--- src/rtl/con_io_pkg.sv ---
package con_io_pkg;
    localparam int DW = 16;
    localparam int CW = 8;
    localparam int PAGE_SHIFT = 9;
    localparam logic [DW-PAGE_SHIFT-1:0] DEV_PAGE = '1;

    localparam logic [DW-1:0] A_KSTAT = 16'hFE00;
    localparam logic [DW-1:0] A_KDATA = 16'hFE02;
    localparam logic [DW-1:0] A_DSTAT = 16'hFE04;
    localparam logic [DW-1:0] A_DDATA = 16'hFE06;
    localparam logic [DW-1:0] A_MCTL  = 16'hFFFE;

    localparam int FLAG_BIT = DW - 1;
    localparam int IE_BIT   = DW - 2;

    typedef enum logic {KBD_EMPTY, KBD_FULL} kbd_state_e;
    typedef enum logic {DSP_DONE, DSP_BUSY} dsp_state_e;
endpackage

--- src/rtl/con_kbd_port.sv ---
module con_kbd_port
    import con_io_pkg::*;
#(
    parameter int CHW = CW
) (
    input  logic           clk,
    input  logic           rst_n,
    input  logic           strobe,
    input  logic [CHW-1:0] char_in,
    input  logic           take,
    input  logic           ie_we,
    input  logic           ie_d,
    output logic           ready,
    output logic           ie,
    output logic [CHW-1:0] char_q
);
    kbd_state_e state_q, state_d;

    always_ff @(posedge clk) begin
        if (!rst_n) state_q <= KBD_EMPTY;
        else        state_q <= state_d;
    end

    always_comb begin
        state_d = state_q;
        unique case (state_q)
            KBD_EMPTY: if (strobe) state_d = KBD_FULL;
            KBD_FULL:  if (take && !strobe) state_d = KBD_EMPTY;
        endcase
    end

    always_ff @(posedge clk) begin
        if (!rst_n) begin
            char_q <= '0;
            ie     <= 1'b0;
        end else begin
            if (strobe) char_q <= char_in;
            if (ie_we)  ie     <= ie_d;
        end
    end

    always_comb ready = (state_q == KBD_FULL);

    AST_KBD_LOAD: assert property (@(posedge clk) disable iff (!rst_n)
        strobe |=> (ready && char_q == $past(char_in)));
    AST_KBD_TAKE: assert property (@(posedge clk) disable iff (!rst_n)
        (take && !strobe) |=> !ready);
endmodule

--- src/rtl/con_dsp_port.sv ---
module con_dsp_port
    import con_io_pkg::*;
#(
    parameter int CHW = CW
) (
    input  logic           clk,
    input  logic           rst_n,
    input  logic           send,
    input  logic [CHW-1:0] char_in,
    input  logic           ack,
    input  logic           ie_we,
    input  logic           ie_d,
    output logic           done,
    output logic           ie,
    output logic [CHW-1:0] char_q,
    output logic           valid
);
    dsp_state_e state_q, state_d;

    always_ff @(posedge clk) begin
        if (!rst_n) state_q <= DSP_DONE;
        else        state_q <= state_d;
    end

    always_comb begin
        state_d = state_q;
        unique case (state_q)
            DSP_DONE: if (send) state_d = DSP_BUSY;
            DSP_BUSY: if (ack)  state_d = DSP_DONE;
        endcase
    end

    always_ff @(posedge clk) begin
        if (!rst_n) begin
            char_q <= '0;
            ie     <= 1'b0;
        end else begin
            if (send && state_q == DSP_DONE) char_q <= char_in;
            if (ie_we) ie <= ie_d;
        end
    end

    always_comb begin
        done  = (state_q == DSP_DONE);
        valid = (state_q == DSP_BUSY);
    end

    AST_DSP_HOLD: assert property (@(posedge clk) disable iff (!rst_n)
        (valid && !ack) |=> (valid && $stable(char_q)));
    AST_DSP_ACK: assert property (@(posedge clk) disable iff (!rst_n)
        (valid && ack) |=> (done && !valid));
    AST_DSP_IGNORE: assert property (@(posedge clk) disable iff (!rst_n)
        (!done && send) |=> $stable(char_q));
endmodule

--- src/rtl/con_run_latch.sv ---
module con_run_latch (
    input  logic clk,
    input  logic rst_n,
    input  logic we,
    input  logic d,
    output logic run
);
    always_ff @(posedge clk) begin
        if (!rst_n)  run <= 1'b1;
        else if (we) run <= d;
    end

    AST_RUN_STOP: assert property (@(posedge clk) disable iff (!rst_n)
        (we && !d) |=> !run);
endmodule

--- src/rtl/con_io_regs.sv ---
module con_io_regs
    import con_io_pkg::*;
(
    input  logic          clk,
    input  logic          rst_n,
    input  logic          bus_sel,
    input  logic          bus_we,
    input  logic [DW-1:0] bus_addr,
    input  logic [DW-1:0] bus_wdata,
    output logic [DW-1:0] bus_rdata,
    output logic          dev_hit,
    input  logic          kbd_strobe,
    input  logic [CW-1:0] kbd_char,
    output logic [CW-1:0] dsp_char,
    output logic          dsp_valid,
    input  logic          dsp_ack,
    output logic          kbd_irq,
    output logic          dsp_irq,
    output logic          run
);
    logic rd, wr;
    logic k_ready, k_ie, d_done, d_ie;
    logic [CW-1:0] k_char;
    logic [DW-1:0] rmux;

    always_comb begin
        dev_hit = (bus_addr[DW-1:PAGE_SHIFT] == DEV_PAGE);
        rd      = bus_sel && !bus_we && dev_hit;
        wr      = bus_sel &&  bus_we && dev_hit;
    end

    con_kbd_port #(.CHW(CW)) u_kbd (
        .clk    (clk),
        .rst_n  (rst_n),
        .strobe (kbd_strobe),
        .char_in(kbd_char),
        .take   (rd && bus_addr == A_KDATA),
        .ie_we  (wr && bus_addr == A_KSTAT),
        .ie_d   (bus_wdata[IE_BIT]),
        .ready  (k_ready),
        .ie     (k_ie),
        .char_q (k_char)
    );

    con_dsp_port #(.CHW(CW)) u_dsp (
        .clk    (clk),
        .rst_n  (rst_n),
        .send   (wr && bus_addr == A_DDATA),
        .char_in(bus_wdata[CW-1:0]),
        .ack    (dsp_ack),
        .ie_we  (wr && bus_addr == A_DSTAT),
        .ie_d   (bus_wdata[IE_BIT]),
        .done   (d_done),
        .ie     (d_ie),
        .char_q (dsp_char),
        .valid  (dsp_valid)
    );

    con_run_latch u_run (
        .clk  (clk),
        .rst_n(rst_n),
        .we   (wr && bus_addr == A_MCTL),
        .d    (bus_wdata[FLAG_BIT]),
        .run  (run)
    );

    always_comb begin
        rmux = '0;
        unique case (bus_addr)
            A_KSTAT: begin rmux[FLAG_BIT] = k_ready; rmux[IE_BIT] = k_ie; end
            A_KDATA: rmux[CW-1:0] = k_char;
            A_DSTAT: begin rmux[FLAG_BIT] = d_done; rmux[IE_BIT] = d_ie; end
            A_MCTL:  rmux[FLAG_BIT] = run;
            default: rmux = '0;
        endcase
    end

    always_ff @(posedge clk) begin
        if (!rst_n)  bus_rdata <= '0;
        else if (rd) bus_rdata <= rmux;
        else         bus_rdata <= '0;
    end

    always_comb begin
        kbd_irq = k_ready && k_ie;
        dsp_irq = d_done && d_ie;
    end

    AST_HIT_PAGE: assert property (@(posedge clk) disable iff (!rst_n)
        dev_hit |-> (bus_addr >= A_KSTAT));
    AST_NO_KIRQ: assert property (@(posedge clk) disable iff (!rst_n)
        $rose(kbd_irq) |-> ($past(kbd_strobe) || $past(wr && bus_addr == A_KSTAT)));
    AST_NO_DIRQ: assert property (@(posedge clk) disable iff (!rst_n)
        dsp_valid |-> !dsp_irq);
    AST_RD_QUIET: assert property (@(posedge clk) disable iff (!rst_n)
        !$past(rd) |-> (bus_rdata == '0));
endmodule

--- config.mk ---
export PLATFORM = sky130hd
export DESIGN_NAME = con_io_regs
export DESIGN_NICKNAME = d
export VERILOG_FILES = /design/src/rtl/con_io_pkg.sv /design/src/rtl/con_kbd_port.sv /design/src/rtl/con_dsp_port.sv /design/src/rtl/con_run_latch.sv /design/src/rtl/con_io_regs.sv
export SDC_FILE = /design/constraint.sdc
export NUM_CORES = 1
export LEC_CHECK = 0
export BUFFER_PORTS_ARGS = -buffer_cell sky130_fd_sc_hd__buf_2
export CAP_MARGIN = 20
export CORE_ASPECT_RATIO = 1.4
export CORE_UTILIZATION = 42
export CTS_BUF_LIST = sky130_fd_sc_hd__clkbuf_8
export DETAILED_ROUTE_END_ITERATION = 16
export PLACE_DENSITY = 0.83
export SLEW_MARGIN = 20
export SYNTH_ARGS = -nofsm -noshare
export SYNTH_HDL_FRONTEND = slang
export SYNTH_HIERARCHICAL = 1
export SYNTH_SLANG_ARGS = --single-unit
--- constraint.sdc ---
create_clock -name clk -period 1.72 [get_ports clk]
set_clock_uncertainty 0.15 [all_clocks]
set_input_delay 0.172 -clock clk [delete_from_list [all_inputs] [get_ports clk]]
set_output_delay 0.172 -clock clk [all_outputs]
set_load 0.005 [all_outputs]
Word level (Yosys, flattened, before mapping). Index checks and enable logic that the tools add are counted.

Register bits after elaboration: 37. Input port bits: 46. Output and inout port bits: 29. Word-level logic and storage cells: 43.

Equal/unequal tests: 6. Muxes and demuxes: 8. Bitwise operators: 2. Reduce and logical (&&, ||, !) cells: 17.

Operator list (number): 16-bit == test (second input constant) (5); 1-bit logical AND (13); 7-bit == test (second input constant) (1); 1-bit one-hot mux with 2 select lines (3); 1-bit 2-to-1 mux (4); 1-bit one-hot mux with 3 select lines (1); 3-bit AND reduction (1); 1-bit logical NOT (2); 1-bit inverter (2); 2-bit AND reduction (1).

Depth between registers and ports, before layout.
Depth after elaboration: 7. Mapped depth: 8. Mapped depth without buffers: 7.

Cells and area by module. The synthesis kept the hierarchy.

By module, submodules not included: con_io_regs (instances 1, cells each 55, area each 515.5 µm²); con_dsp_port (instances 1, cells each 43, area each 416.6 µm²); con_kbd_port (instances 1, cells each 31, area each 371.6 µm²); con_run_latch (instances 1, cells each 3, area each 33.8 µm²).

Worst setup path after synthesis. Ideal clock, no wire load.

Path type: input -> register. Start point: in bus_addr[14]. End point: reg u_dsp.char_q[0]. Data arrival time: 1.274 ns. Setup slack: 0.225 ns. Stages on the path: 8. Path through: and4_1 nand2_2 inv_2 nand4_1 nor3_1 nor2b_2 buf_6 mux2i_1.

Cells in the longest elaborated chain, start to end: 4.

Ends and longest elaborated chain: start: declaration (RTL line con_io_regs.sv:8) `input logic [DW-1:0] bus_addr,`; 7-bit == test (RTL line con_io_regs.sv:27) `dev_hit = (bus_addr[DW-1:PAGE_SHIFT] == DEV_PAGE);`; via dev_hit (RTL line con_io_regs.sv:11) `output logic dev_hit,`; 1-bit logical AND (RTL line con_io_regs.sv:29) `wr = bus_sel && bus_we && dev_hit;`; 1-bit logical AND (RTL line con_io_regs.sv:48) `.send (wr && bus_addr == A_DDATA),`; 1-bit logical AND (RTL line con_dsp_port.sv:38) `if (send && state_q == DSP_DONE) char_q <= char_in;`; end signal: assignment (RTL line con_dsp_port.sv:38); end: declaration (RTL line con_dsp_port.sv:15) `output logic [CHW-1:0] char_q,`.

The timed path passes the listed nets, and every way through them passes these cells. A chain may end at the register's enable or synchronous reset.

Final worst setup path.
Start point: in bus_addr[14]. End point: reg u_dsp.char_q[2].

Cells in the longest elaborated chain, start to end: 4.

Ends and longest elaborated chain (RTL line): 7-bit == test (con_io_regs.sv:27); 1-bit logical AND (con_io_regs.sv:29); 1-bit logical AND * (con_io_regs.sv:48); 1-bit logical AND * (con_dsp_port.sv:38).

Every way passes the cells marked *; elsewhere a longest branch is shown, timed or not.

==> metrics.md <==
| Metric | Value |
|---|---|
| Mapped Area | `between 1000 and 1500 um2` |
| Placeable Area | `2935 um2` |
| Max Fclk | `703.4 MHz` |
| Drt wl/cell | `11.34 um` |
| CP Class | `in2reg` |
| Vias per cell | `between 4 and 5` |
| CTS tree | `yes` |
| WHS Endpoint | `u_dsp/char_q[6]` |
| Syn. warnings | `6` |
| Min-Delay Path Depth | `3` |
| Initial antenna violation count | `0` |
| Sequential-to-total area share from yosys stat | `between 40% and 50%` |
| Cell-internal power | `1.223 mW` |
| Hold-fix buffers, CTS | `11` |
| Setup_tns | `0 ns` |
| Hold_sp | `bus_wdata[6]` |
| Worst r2r src | `u_dsp/valid` |
| Leakage | `0.9164 nW` |
| Post-CTS Resized | `0` |
| Drt pass-1 iters | `4` |
| # rows | `23` |
| First-pass GRT wire length | `4.360 mm` |
| # H-tree levels | `2` |
| Count of input and output buffers | `62` |
| Synth top cells by count | `31 x dfxtp_1, 21 x mux2i_1, 19 x nand2_1` |
| Setup ws final | `0.2983 ns` |
| Critical Path AT | `1.47 ns` |
| Top fanout value on the critical path | `9` |
| Number of synthesized flops with an enable pin | `0` |
| Leading cell types by total area after synthesis | `dfxtp_1 46%, mux2i_1 16%, nor2b_1 5.6%` |
| GR Overflow Total | `0` |
| Most frequent cell after synthesis | `dfxtp_1` |
| Number of global-route vias before repair | `1080` |
| Final Wtd Congestion | `0.7737` |
| Clock latency on the worst-skew pair | `0.27 ns` |
| Die Span Y | `68.77 um` |
| Clk pwr share | `43.1%` |
| Post-synth cell types | `26` |
| Synth area leader | `dfxtp_1` |
| Worst r2r path cells | `3` |
| Worst-path clk slew | `approximately 0.060 ns` |
| Worst hold path class | `in2reg` |
| Endpoints failing setup | `0` |
| Initial Util | `a little under half` |
| Worst R2R Setup Slack | `0.64 ns` |
| Area fraction of the dominant cell type after synthesis | `46.40%` |
| GR Util All Layers | `17.85%` |
| Clock Sinks | `31` |
| Mean Syn Cell Area | `10.13 um2` |
| Number of synthesized register bits | `31` |
| DR iter-0 viols | `21` |
| CTS Buffer Depth | `2` |
| Area growth, synth to finish | `42.28%` |
| Switching share of power | `19.89%` |
| Status | `finished, final reports clean` |
| RSZ-0062 raised after global routing | `no` |
| Min Tclk post-route | `about 1.4 ns` |
| Cell Pwr Density | `approximately 800 nW/um2` |
| Antenna Cells | `0` |
| Combinational power share | `under 10%` |
| Switching power | `303.6 uW` |
| RR Endpoint | `u_dsp/char_q[2]` |
| Pin count of the biggest net entering global routing | `29` |
| Nature of the critical path startpoint | `primary input` |
| Post-synth ARST share | `0%` |
| Sequential power share | `48.2%` |
| # nets final | `260` |
| Final Power | `1.527 mW` |
| Post-CTS setup buffer count | `0` |
| Detailed Route WL | `2.847 mm` |
| Worst Path Required | `1.77 ns` |
| Number of buffers created by CTS | `5` |
| DRC Markers | `0` |
| IO Pins | `75` |
| Max VDD drop | `about 610 uV` |
| Clk root buf | `clkbuf_8` |
| Ys flop type | `dfxtp_1` |
| Syn Inst Count | `132` |
| Maxcap violations | `0` |
| Tcrit/Tclk final | `about 83%` |
| Ratio of cells with drive above 1 in the final layout | `37.85%` |
| Slew Viols, Final | `0` |
| Capturing element type of the critical path | `flop` |
| Final hold vios | `0` |
| Die X | `49.70 um` |
| DIE AREA | `3418 um2` |
| Final HPWL DP | `2.073 mm` |
| Post-placement setup slack | `between 0.0006 and 0.0007 ns` |
| Vias | `1186` |
| Final ANT Viol Nets | `0` |
[state kept, by name (all words and copies together), names as in the netlist]
name / flops
u_dsp/char_q: 8
u_kbd/ready: 1
bus_rdata: 10
u_dsp/ie: 1
u_kbd/ie: 1
u_kbd/char_q: 8
u_dsp/valid: 1
u_run/run: 1
[kinds of logic after synthesis]
kind of cell / synth area share, %
and+or+nand+nor: 28.44
muxes: 15.72
DFF: 46.40
other: 0.2804
buffers and inverters: 7.669
AOI/OAI and AO/OA: 1.496
[power groups by stage]
stage | Sequential [mW] | Combinational, mW | Clock (mW)
after global routing | 0.737 | 0.146 | 0.708
after detailed placement | 0.752 | 0.113 | 0
after global placement | 0.751 | 0.111 | 0
final | 0.736 | 0.132 | 0.658
after CTS | 0.736 | 0.132 | 0.682
after floorplan | 0.751 | 0.0673 | 0
[cell type report]
class                           count  area [um2]
Clock buffer                        5       68.82
Timing Repair Buffer               81       493.0
Fill cell                         268        1032
Tap cell                           37       46.29
Inverter                            2       7.507
Clock inverter                      2       33.78
Multi-Input combinational cell     93       633.1
Sequential cell                    31       620.6
[routing by layer]
| metal | part of all wire (%) | wire (um) | vias to the layer above | track usage, % |
|---|---|---|---|---|
| li1 | - | - | 602 | - |
| met1 | 37 | 1045 | 527 | 15.26 |
| met2 | 54 | 1528 | 53 | 35.47 |
| met3 | 7.6 | 216 | 4 | 5.263 |
| met4 | 2.0 | 57 | 0 | 11.79 |
| met5 | 0 | 0 | - | 0 |
[worst max-delay path: stages]
cell and delay [ns]:
buf_2 0.07, and4_1 0.22, nand2_2 0.07, inv_2 0.06, nand4_1 0.15, nor3_1 0.16, nor2b_2 0.21, buf_12 0.15
mux2i_1 0.21
[cell usage in the layout (no fill, tap or decap), types with 2 or more instances in the layout]
master | synthesis | final
nor2_1 | 2 | 2
inv_1 | 1 | 2
dlygate4sd3_1 | 0 | 11
nor3_1 | 3 | 3
buf_4 | 6 | 7
nor4_1 | 2 | 2
dfxtp_1 | 31 | 31
and2_1 | 2 | 2
nand4b_1 | 2 | 2
nand2_1 | 19 | 19
nor4_4 | 2 | 2
nand4_1 | 4 | 4
conb_1 | 1 | 6
mux2i_1 | 21 | 21
nor2b_1 | 12 | 12
and3_1 | 9 | 9
o21a_1 | 2 | 2
buf_2 | 1 | 62
clkbuf_8 | 0 | 5
[worst max path at each step]
stage	from	depth (start not counted)	to
after CTS	bus_addr[6]	7	u_dsp/char_q[2]
after global placement	bus_addr[0]	7	bus_rdata[4]
after detailed placement	bus_addr[6]	7	bus_rdata[6]
after global routing	bus_addr[14]	9	u_dsp/char_q[2]
final	bus_addr[14]	9	u_dsp/char_q[2]
after floorplan	bus_addr[14]	8	u_dsp/char_q[0]
[per-stage QoR]
step	instance area, um2	hold WS (ns)	cells	util [%]
after CTS	1903	0.004078	251	64.83
final	1903	0.009744	251	64.83
after detailed placement	1690	0.2466	233	57.59
after global routing	1903	0.004718	251	64.83
after floorplan	1356	0.08394	137	-
after global placement	1690	0.2514	233	57.59
(Power assumes the default switching activity.)
